### config.mk
export PLATFORM = sky130hd
export DESIGN_NAME = ipc_msg_unit
export DESIGN_NICKNAME = d
export VERILOG_FILES = /design/src/rtl/ipcmu_pkg.sv /design/src/rtl/ipcmu_decode.sv /design/src/rtl/ipcmu_side.sv /design/src/rtl/ipc_msg_unit.sv
export SDC_FILE = /design/constraint.sdc
export NUM_CORES = 1
export LEC_CHECK = 0
export BUFFER_PORTS_ARGS = -buffer_cell sky130_fd_sc_hd__buf_2
export CAP_MARGIN = 40
export CORE_MARGIN = 3
export CORE_UTILIZATION = 40
export DETAILED_ROUTE_END_ITERATION = 8
export PLACE_DENSITY = 0.6
export SETUP_SLACK_MARGIN = 0.1
export SYNTH_ARGS = -nofsm -noshare
export SYNTH_HDL_FRONTEND = slang
export SYNTH_SLANG_ARGS = --single-unit
export TNS_END_PERCENT = 30
### constraint.sdc
create_clock -name clk -period 7.6 [get_ports clk]
set_input_delay 1.52 -clock clk [delete_from_list [all_inputs] [get_ports clk]]
set_output_delay 1.52 -clock clk [all_outputs]
set_load 0.01 [all_outputs]
### src/rtl/ipcmu_pkg.sv
// Package: shared constants and field helpers for the messaging unit.
// Assumes four channels and 32-bit register words; channel n of a field
// sits at bit base+(NUM_CH-1-n).
package ipcmu_pkg;
    localparam int NUM_CH   = 4;
    localparam int WORD_W   = 32;
    localparam int PEND_LO  = 28;  // doorbell pending / doorbell enable
    localparam int FULL_LO  = 24;  // message waiting / its enable
    localparam int FREE_LO  = 20;  // slot free / its enable
    localparam int RING_LO  = 16;  // doorbell request

    // Pull a reversed per-channel field out of a word.
    function automatic logic [NUM_CH-1:0] get_field(input logic [WORD_W-1:0] w, input int lo);
        logic [NUM_CH-1:0] f;
        for (int n = 0; n < NUM_CH; n++) f[n] = w[lo + NUM_CH - 1 - n];
        return f;
    endfunction

    // Place a per-channel field into a word in reversed order.
    function automatic logic [WORD_W-1:0] put_field(input logic [NUM_CH-1:0] f, input int lo);
        logic [WORD_W-1:0] w;
        w = '0;
        for (int n = 0; n < NUM_CH; n++) w[lo + NUM_CH - 1 - n] = f[n];
        return w;
    endfunction
endpackage

### src/rtl/ipcmu_decode.sv
// Module: address decoder for one bank. Produces one-hot-or-zero hits for
// outgoing slots, incoming slots, status and control. Assumes word-aligned
// offsets; any offset with nonzero low bits decodes to nothing.
module ipcmu_decode
    import ipcmu_pkg::*;
#(
    parameter int ADDR_W = 6
) (
    input  logic [ADDR_W-1:0] addr,
    output logic [NUM_CH-1:0] tx_hit,
    output logic [NUM_CH-1:0] rx_hit,
    output logic              st_hit,
    output logic              cr_hit
);
    localparam int WRD_W = ADDR_W - 2;

    logic             aligned;
    logic [WRD_W-1:0] word;

    assign aligned = (addr[1:0] == 2'b00);
    assign word    = addr[ADDR_W-1:2];

    // Compare the word index against each mapped location.
    always_comb begin
        for (int n = 0; n < NUM_CH; n++) begin
            tx_hit[n] = aligned && (word == WRD_W'(n));
            rx_hit[n] = aligned && (word == WRD_W'(NUM_CH + n));
        end
        st_hit = aligned && (word == WRD_W'(2 * NUM_CH));
        cr_hit = aligned && (word == WRD_W'(2 * NUM_CH + 1));
    end
endmodule

### src/rtl/ipcmu_side.sv
// Module: one processor-facing bank. Holds the outgoing words, the three
// flag sets, the control word and the read mux. It exchanges strobes
// and the outgoing words with its peer bank. Assumes both banks share clk.
module ipcmu_side
    import ipcmu_pkg::*;
#(
    parameter int ADDR_W = 6
) (
    input  logic                     clk,
    input  logic                     rst_n,
    input  logic                     wr_en,
    input  logic                     rd_en,
    input  logic [ADDR_W-1:0]        addr,
    input  logic [WORD_W-1:0]        wdata,
    output logic [WORD_W-1:0]        rdata,
    output logic                     irq,
    input  logic [NUM_CH-1:0]        peer_tx_wr,
    input  logic [NUM_CH-1:0]        peer_rx_rd,
    input  logic [NUM_CH-1:0]        peer_ring,
    input  logic [NUM_CH*WORD_W-1:0] peer_tx_data,
    output logic [NUM_CH-1:0]        tx_wr,
    output logic [NUM_CH-1:0]        rx_rd,
    output logic [NUM_CH-1:0]        ring,
    output logic [NUM_CH*WORD_W-1:0] tx_data
);
    logic [NUM_CH-1:0] tx_hit, rx_hit;
    logic              st_hit, cr_hit, st_wr, cr_wr;
    logic [NUM_CH-1:0] free_f, full_f, pend_f;
    logic [NUM_CH-1:0] pend_en, full_en, free_en;
    logic [WORD_W-1:0] status_w, ctrl_w;

    ipcmu_decode #(.ADDR_W(ADDR_W)) u_dec (
        .addr   (addr),
        .tx_hit (tx_hit),
        .rx_hit (rx_hit),
        .st_hit (st_hit),
        .cr_hit (cr_hit)
    );

    assign tx_wr = tx_hit & {NUM_CH{wr_en}};
    assign rx_rd = rx_hit & {NUM_CH{rd_en}};
    assign st_wr = st_hit & wr_en;
    assign cr_wr = cr_hit & wr_en;

    // Outgoing message words, one register per channel.
    for (genvar n = 0; n < NUM_CH; n++) begin : g_slot
        always_ff @(posedge clk) begin
            if (!rst_n)        tx_data[n*WORD_W +: WORD_W] <= '0;
            else if (tx_wr[n]) tx_data[n*WORD_W +: WORD_W] <= wdata;
        end
    end

    // Handshake flags: a local write or peer read moves slot-free, a peer write
    // or local read moves message-waiting, and a peer doorbell or W1C moves pending.
    always_ff @(posedge clk) begin
        if (!rst_n) begin
            free_f <= '1;
            full_f <= '0;
            pend_f <= '0;
        end else begin
            free_f <= (free_f | peer_rx_rd) & ~tx_wr;
            full_f <= (full_f & ~rx_rd) | peer_tx_wr;
            pend_f <= (pend_f & ~(get_field(wdata, PEND_LO) & {NUM_CH{st_wr}})) | peer_ring;
        end
    end

    // Control word enables and the one-shot doorbell request.
    always_ff @(posedge clk) begin
        if (!rst_n) begin
            pend_en <= '0;
            full_en <= '0;
            free_en <= '0;
            ring    <= '0;
        end else begin
            if (cr_wr) begin
                pend_en <= get_field(wdata, PEND_LO);
                full_en <= get_field(wdata, FULL_LO);
                free_en <= get_field(wdata, FREE_LO);
            end
            ring <= cr_wr ? get_field(wdata, RING_LO) : '0;
        end
    end

    assign status_w = put_field(pend_f, PEND_LO) | put_field(full_f, FULL_LO)
                    | put_field(free_f, FREE_LO);
    assign ctrl_w   = put_field(pend_en, PEND_LO) | put_field(full_en, FULL_LO)
                    | put_field(free_en, FREE_LO) | put_field(ring, RING_LO);

    // Read mux; zero when no read or no mapped location is hit.
    always_comb begin
        rdata = '0;
        if (rd_en) begin
            for (int n = 0; n < NUM_CH; n++) begin
                if (tx_hit[n]) rdata = tx_data[n*WORD_W +: WORD_W];
                if (rx_hit[n]) rdata = peer_tx_data[n*WORD_W +: WORD_W];
            end
            if (st_hit) rdata = status_w;
            if (cr_hit) rdata = ctrl_w;
        end
    end

    // Level interrupt: any flag together with its enable.
    assign irq = |((pend_f & pend_en) | (full_f & full_en) | (free_f & free_en));
endmodule

### src/rtl/ipc_msg_unit.sv
// Module: top of the messaging unit. Instantiates the two mirrored banks
// and cross-wires strobes, doorbells and message words between them.
// Assumes one shared clock and a synchronous active-low reset.
module ipc_msg_unit
    import ipcmu_pkg::*;
#(
    parameter int ADDR_W = 6
) (
    input  logic              clk,
    input  logic              rst_n,
    input  logic              a_wr_en,
    input  logic              a_rd_en,
    input  logic [ADDR_W-1:0] a_addr,
    input  logic [31:0]       a_wdata,
    output logic [31:0]       a_rdata,
    output logic              a_irq,
    input  logic              b_wr_en,
    input  logic              b_rd_en,
    input  logic [ADDR_W-1:0] b_addr,
    input  logic [31:0]       b_wdata,
    output logic [31:0]       b_rdata,
    output logic              b_irq
);
    localparam int SIDES = 2;

    logic                     wr_en [SIDES];
    logic                     rd_en [SIDES];
    logic [ADDR_W-1:0]        addr  [SIDES];
    logic [WORD_W-1:0]        wdata [SIDES];
    logic [WORD_W-1:0]        rdata [SIDES];
    logic                     irq   [SIDES];
    logic [NUM_CH-1:0]        tx_wr [SIDES];
    logic [NUM_CH-1:0]        rx_rd [SIDES];
    logic [NUM_CH-1:0]        ring  [SIDES];
    logic [NUM_CH*WORD_W-1:0] txd   [SIDES];

    assign wr_en[0] = a_wr_en;  assign wr_en[1] = b_wr_en;
    assign rd_en[0] = a_rd_en;  assign rd_en[1] = b_rd_en;
    assign addr[0]  = a_addr;   assign addr[1]  = b_addr;
    assign wdata[0] = a_wdata;  assign wdata[1] = b_wdata;
    assign a_rdata  = rdata[0]; assign b_rdata  = rdata[1];
    assign a_irq    = irq[0];   assign b_irq    = irq[1];

    // Two identical banks, each wired to the other as its peer.
    for (genvar s = 0; s < SIDES; s++) begin : g_side
        localparam int P = SIDES - 1 - s;
        ipcmu_side #(.ADDR_W(ADDR_W)) u_side (
            .clk          (clk),
            .rst_n        (rst_n),
            .wr_en        (wr_en[s]),
            .rd_en        (rd_en[s]),
            .addr         (addr[s]),
            .wdata        (wdata[s]),
            .rdata        (rdata[s]),
            .irq          (irq[s]),
            .peer_tx_wr   (tx_wr[P]),
            .peer_rx_rd   (rx_rd[P]),
            .peer_ring    (ring[P]),
            .peer_tx_data (txd[P]),
            .tx_wr        (tx_wr[s]),
            .rx_rd        (rx_rd[s]),
            .ring         (ring[s]),
            .tx_data      (txd[s])
        );
    end
endmodule

Yosys cells after proc, flatten, opt, wreduce, memory -nomap -nowiden
Index checks and enable logic that the tools add are counted.
{ "op_classes": {"reduce_logical": 28, "eq_ne": 18, "n_mux": 22, "bitwise_logic": 48} }
{ "ops": {"columns": ["operator", "n"], "rows": [
  ["two-way mux 32 bit", 22],
  ["bitwise OR 32 x 24 -> 32 bit", 4],
  ["bitwise OR 32 x 28 -> 32 bit", 4],
  ["AND 4 bit", 18],
  ["bitwise OR 32 x 20 -> 32 bit", 2],
  ["bitwise OR 4 bit", 10],
  ["== test 4 x 3 -> 1 bit (second input constant)", 8],
  ["inverter 4 bit", 6],
  ["logical AND 1 bit", 20],
  ["== test 4 x 2 -> 1 bit (second input constant)", 4],
  ["== test 4 bit (second input constant)", 4],
  ["== test 4 x 1 -> 1 bit (second input constant)", 2],
  ["zero test 4 bit", 2],
  ["OR reduction 4 bit", 2],
  ["AND 1 bit", 4],
  ["zero test 2 bit", 2],
  ["AND reduction 2 bit", 2]
]} }
{ "word_totals": {"elab_cells": 138, "output_inout_bits": 66, "register_bits": 312, "inputBits": 82} }

Logic depth before layout (Yosys ltp)
{ "depth": {"depth_word": 13, "depth_mapped": 8, "mapped_depth_nobuf": 5} }

Modules after synthesis
From an unflattened synthesis, not the netlist that was laid out.
{ "hier_totals": {"cells_unflattened": 2312, "hier_area_um2": 17128.9} }
{ "modules_own_cells": {"columns": ["module", "area_each_um2", "instances", "cells_each", "seq_area_each_um2"], "rows": [
  ["ipcmu_side", 8456.9, 2, 1140, 3123.0],
  ["ipcmu_decode", 107.6, 2, 16, 0.0]
]} }

Worst setup path after synthesis
Ideal clock, no wire load.
{ "synth_path": {"kind": "input to output", "start": "input a_addr[1]", "end": "output a_rdata[12]", "path_buffers": 3, "stages": 8, "t_required_ns": 6.080, "arrival_time_ns": 3.160, "slack_ns": 2.920, "path_cell_list": "buf_2 or4b_1 buf_2 nor3_4 buf_2 a221o_1 o21ai_1 a21oi_1"} }
{ "synth_between": {"elab_chain_cells": 13, "elab_cells_between_ends": 22, "classes_between": "11 x mux; 11 x reduce/logical"} }
{ "synth_rtl": {"columns": ["element", "line", "source"], "rows": [
  ["start, declared", "ipc_msg_unit.sv:13", "input logic [ADDR_W-1:0] a_addr,"],
  ["zero test 2 bit (*)", "ipcmu_decode.sv:20", "assign aligned = (addr[1:0] == 2'b00);"],
  ["logical AND 1 bit", "ipcmu_decode.sv:26", "tx_hit[n] = aligned && (word == WRD_W'(n));"],
  ["two-way mux 32 bit", "ipcmu_side.sv:94", "if (tx_hit[n]) rdata = tx_data[n*WORD_W +: WORD_W];"],
  ["two-way mux 32 bit", "ipcmu_side.sv:95", "if (rx_hit[n]) rdata = peer_tx_data[n*WORD_W +: WORD_W];"],
  ["two-way mux 32 bit", "ipcmu_side.sv:94", null],
  ["two-way mux 32 bit", "ipcmu_side.sv:95", null],
  ["two-way mux 32 bit", "ipcmu_side.sv:94", null],
  ["two-way mux 32 bit", "ipcmu_side.sv:95", null],
  ["two-way mux 32 bit", "ipcmu_side.sv:94", null],
  ["two-way mux 32 bit", "ipcmu_side.sv:95", null],
  ["two-way mux 32 bit", "ipcmu_side.sv:97", "if (st_hit) rdata = status_w;"],
  ["two-way mux 32 bit (*)", "ipcmu_side.sv:98", "if (cr_hit) rdata = ctrl_w;"],
  ["two-way mux 32 bit (*)", "ipcmu_side.sv:92", "if (rd_en) begin"],
  ["end, declared", "ipc_msg_unit.sv:15", "output logic [31:0] a_rdata,"]
]} }
Mark *: on every way between the ends. The rest lies on a longest branch, timed or not.

Worst setup path in the final report
{ "layout_path": {"start": "input a_addr[4]", "end": "output a_rdata[22]"} }
{ "layout_between": {"elab_chain_cells": 13, "elab_cells_between_ends": 31, "classes_between": "9 x eq/ne; 11 x mux; 11 x reduce/logical"} }
{ "layout_rtl": {"columns": ["element", "line"], "rows": [
  ["zero test 4 bit", "ipcmu_decode.sv:26"],
  ["logical AND 1 bit", "ipcmu_decode.sv:26"],
  ["two-way mux 32 bit", "ipcmu_side.sv:94"],
  ["two-way mux 32 bit", "ipcmu_side.sv:95"],
  ["two-way mux 32 bit", "ipcmu_side.sv:94"],
  ["two-way mux 32 bit", "ipcmu_side.sv:95"],
  ["two-way mux 32 bit", "ipcmu_side.sv:94"],
  ["two-way mux 32 bit", "ipcmu_side.sv:95"],
  ["two-way mux 32 bit", "ipcmu_side.sv:94"],
  ["two-way mux 32 bit", "ipcmu_side.sv:95"],
  ["two-way mux 32 bit", "ipcmu_side.sv:97"],
  ["two-way mux 32 bit (*)", "ipcmu_side.sv:98"],
  ["two-way mux 32 bit (*)", "ipcmu_side.sv:92"]
]} }
Marks and branches as above.

==> out/qor.yml <==
timing.rr.end: "g_side[1].u_side.full_f[3]"
post-route-period-util: 0.837
netlist_area_sq_um: 16300
synth_top_area_share: 0.383
io_buffers: 147
clock_skew_ns: 0.0151
synth_top_family_by_area: "compound AO/OA/AOI/OAI gates"
drtIter0Drc: 2014
synth.mux.area_fraction: 0.0186
hold-path-endpoint: "g_side[0].u_side.tx_data[125]"
die_w_um: 208
cts_tree: "done"
synth_cells: 2104
fillCellCount: 4071
worstSetupPathType: "input port to primary output"
clockBufferDepth: 3
worst_slack_ns: 1.24
period_needed_ns: 6.36
die_y_um: 208
hold_viol: 0
cts_max_level: 2
outcome: "finished clean"
drv_slew: 0
pre_cts_slack_ns: 1.43
synthSimpleGateAreaFrac: 0.214
whs_ns: 0.473
synth.yosys.seq_area_share: 0.383
synth-adder-area-share: 0
wirelength_um: 73700
internal_power_uw: 2780
synth_edf_count: 0
synthDistinctLibCells: 63
clk_pin_slew_ns: 0.05
antenna_found_initial: 3
hpwl_um: 50700
grt_max_degree: 107
reg2regPathDepth: 2
fin_tns_setup_ns: 0
worst_pin_slew_ns: 0.986
synth_compound_area_frac: 0.335
drc: 0
cp-start-kind: "input port"
grt_pass1_wl_um: 108000
p_comb_frac: 0.075
powerDensity_nw_per_um2: 197
synth_nets: 2186
insertion_delay_ns: 0.57
cts_made_buffers: 36
overflow: 0
fin_nets: 2252
drtPass1Iterations: 6
setup_viol: 0
io_pins: 148
p_switching_uw: 923
fmaxAchievable_mhz: 157
worst-path-max-fanout: 28
cts_resized: 0
yosys-top-cells-area: "dfxtp_1 38%, nand2_1 15%, a21boi_0 11%, a22oi_1 3.3%, a21oi_1 3.2%"
die_area_sq_um: 43300
routabilityCongestion: 0.970
num_vias: 17200
synth_xor_area_frac: 0
maxCapViolCount: 0
vdd_drop_max_v: 0.000137
cp.arrival_ns: 4.84
required_ns: 6.08
cts_setup_buffers: 0
grt_pass1_vias: 16700
wl_per_cell_um: 27.1
yosys_most_used_dff: "dfxtp_1"
hold_buffers: 0
hp-class: "register to register"
core_sq_um: 40000
rows: 73
relSlewSlack: 0.342
rsz0062_at_grt: "no"
yosys.area.top_type: "dfxtp_1"
drive_gt1_frac: 0.133
min_delay_path_depth: 2
area_growth_pct: 15.1
track_usage: 0.328
post_drt_via_cell_ratio: 6.32
drtAntennaViolNets: 0
async_flop_share: 0
switching_share: 0.249
cts_sinks: 312
yosys_register_bits: 312
end_kind: "primary output"
ff2ff_setup_slack_ns: 6.75
yosysWarnings: 0
worstHoldStart: "g_side[0].u_side.tx_data[125]"
cts_root_buf: "clkbuf_16"
initial_core_util: 0.408
avgSynthCellArea_sq_um: 7.76
seq_power_share: 0.445
rr_startpoint: "g_side[1].u_side.full_f[3]"
cellLeakagePower_uw: 0.00669
clkPwrFrac: 0.480
-- area by class of cell --
| type | count | area [sq um] | share of cell area |
|---|---|---|---|
| clock buffer | 54 | 1040 | 0.0554 |
| inverter | 9 | 33.8 | 0.00180 |
| sequential | 312 | 6250 | 0.333 |
| timing repair buffer | 204 | 1350 | 0.0720 |
| clock inverter | 9 | 128 | 0.00680 |
| antenna | 2 | 5.00 | 0.000267 |
| tap | 525 | 657 | 0.0350 |
| multi-input combinational | 1607 | 9320 | 0.496 |
-- logic make-up after synthesis --
| family | count (synthesis) |
|---|---|
| AND/OR/NAND/NOR | 830 |
| flip-flops | 312 |
| multiplexers | 28 |
| buffers and inverters | 185 |
| AO/OA/AOI/OAI | 749 |
-- registers in the layout, summed over array words and instances (netlist names) --
name	flops
g_side.u_side.tx_data	256
g_side.u_side.free_en	8
g_side.u_side.free_f	8
g_side.u_side.full_en	8
g_side.u_side.full_f	8
g_side.u_side.pend_en	8
g_side.u_side.pend_f	8
g_side.u_side.ring	8
-- cell usage in the layout (no fill, tap or decap), types with 7 or more instances in the layout --
cell,instances
clkbuf_16,37
dfxtp_1,312
o211ai_1,17
a21boi_0,248
o32a_1,8
a211oi_1,16
nor3b_1,9
o21ai_0,47
a21oi_1,105
a22oi_1,72
a22o_1,19
o221a_1,7
buf_2,146
nor3_4,7
nor2_1,60
nand2_1,645
o221ai_1,33
and3_1,29
mux2i_1,18
a21o_1,25
nor2b_1,13
nor3_1,12
nand3_1,12
o221a_2,7
a222oi_1,12
clkbuf_1,12
buf_4,39
a21boi_1,45
a221oi_1,25
o21a_1,12
mux2_2,9
a221o_1,16
inv_1,8
o22ai_1,19
buf_8,11
-- Yosys cell counts (all sizes together) (3+ instances only) --
| library cell | count |
|---|---|
| nor3 | 20 |
| or4b | 3 |
| a211oi | 16 |
| nand2 | 645 |
| a21oi | 105 |
| o22ai | 19 |
| and4 | 3 |
| clkbuf | 99 |
| nand4 | 6 |
| o311a | 3 |
| nor3b | 9 |
| nor2b | 13 |
| dfxtp | 312 |
| o21ai | 50 |
| nor2 | 67 |
| a221oi | 25 |
| nand3 | 12 |
| o211ai | 17 |
| inv | 8 |
| nor4 | 3 |
| and2 | 4 |
| mux2 | 9 |
| o21a | 12 |
| o221ai | 33 |
| and3 | 29 |
| o32a | 8 |
| a22o | 19 |
| a22oi | 72 |
| a222oi | 12 |
| o221a | 14 |
| a21boi | 293 |
| a21o | 25 |
| buf | 77 |
| mux2i | 18 |
| a221o | 16 |
| nand2b | 6 |
-- how the worst max path moves through the flow --
stage               startpoint          end  slack [ns]  cells after the start
floorplan            a_addr[1]  a_rdata[12]        2.92                      8
global placement     a_addr[4]  a_rdata[22]        1.49                      8
detailed placement   a_addr[4]  a_rdata[22]        1.43                      8
CTS                  a_addr[4]  a_rdata[22]        1.42                      8
global route         a_addr[4]  a_rdata[22]        1.17                      8
finish               a_addr[4]  a_rdata[22]        1.24                      8
-- layer usage --
| metal | vias to the layer above | wire length [um] | GRT usage | part of all wire |
|---|---|---|---|---|
| li1 | 7624 | - | - | - |
| met4 | 2 | 6080 | 0.228 | 0.083 |
| met5 | - | 15 | 0 | 0.00020 |
| met2 | 1052 | 33200 | 0.525 | 0.45 |
| met1 | 8220 | 27400 | 0.393 | 0.37 |
| met3 | 294 | 6950 | 0.0700 | 0.094 |
-- stage by stage --
stage	total power (uW)	util	std cells	cell area, sq um
3_3_place_gp	1950	0.432	2637	17300
2_1_floorplan	1830	-	2104	16300
5_1_grt	3800	0.469	2721	18800
4_1_cts	3710	0.469	2720	18800
6_report	3700	0.469	2722	18800
3_5_place_dp	1950	0.440	2657	17600
-- critical path: stages --
cell      delay, ns
buf_2          0.54
or4b_1         0.70
nor2_1         0.80
buf_4          0.32
a221oi_1       0.07
a211oi_1       0.52
a311o_1        0.22
buf_2          0.14
-- power groups by stage --
| stage | Clock, uW | Sequential, uW | Combinational, uW |
|---|---|---|---|
| 2_1_floorplan | 0 | 1680 | 144 |
| 3_3_place_gp | 0 | 1690 | 261 |
| 3_5_place_dp | 0 | 1690 | 268 |
| 4_1_cts | 1790 | 1650 | 269 |
| 5_1_grt | 1860 | 1650 | 290 |
| 6_report | 1780 | 1650 | 277 |
Note: power is estimated with default switching activity, not from simulation.
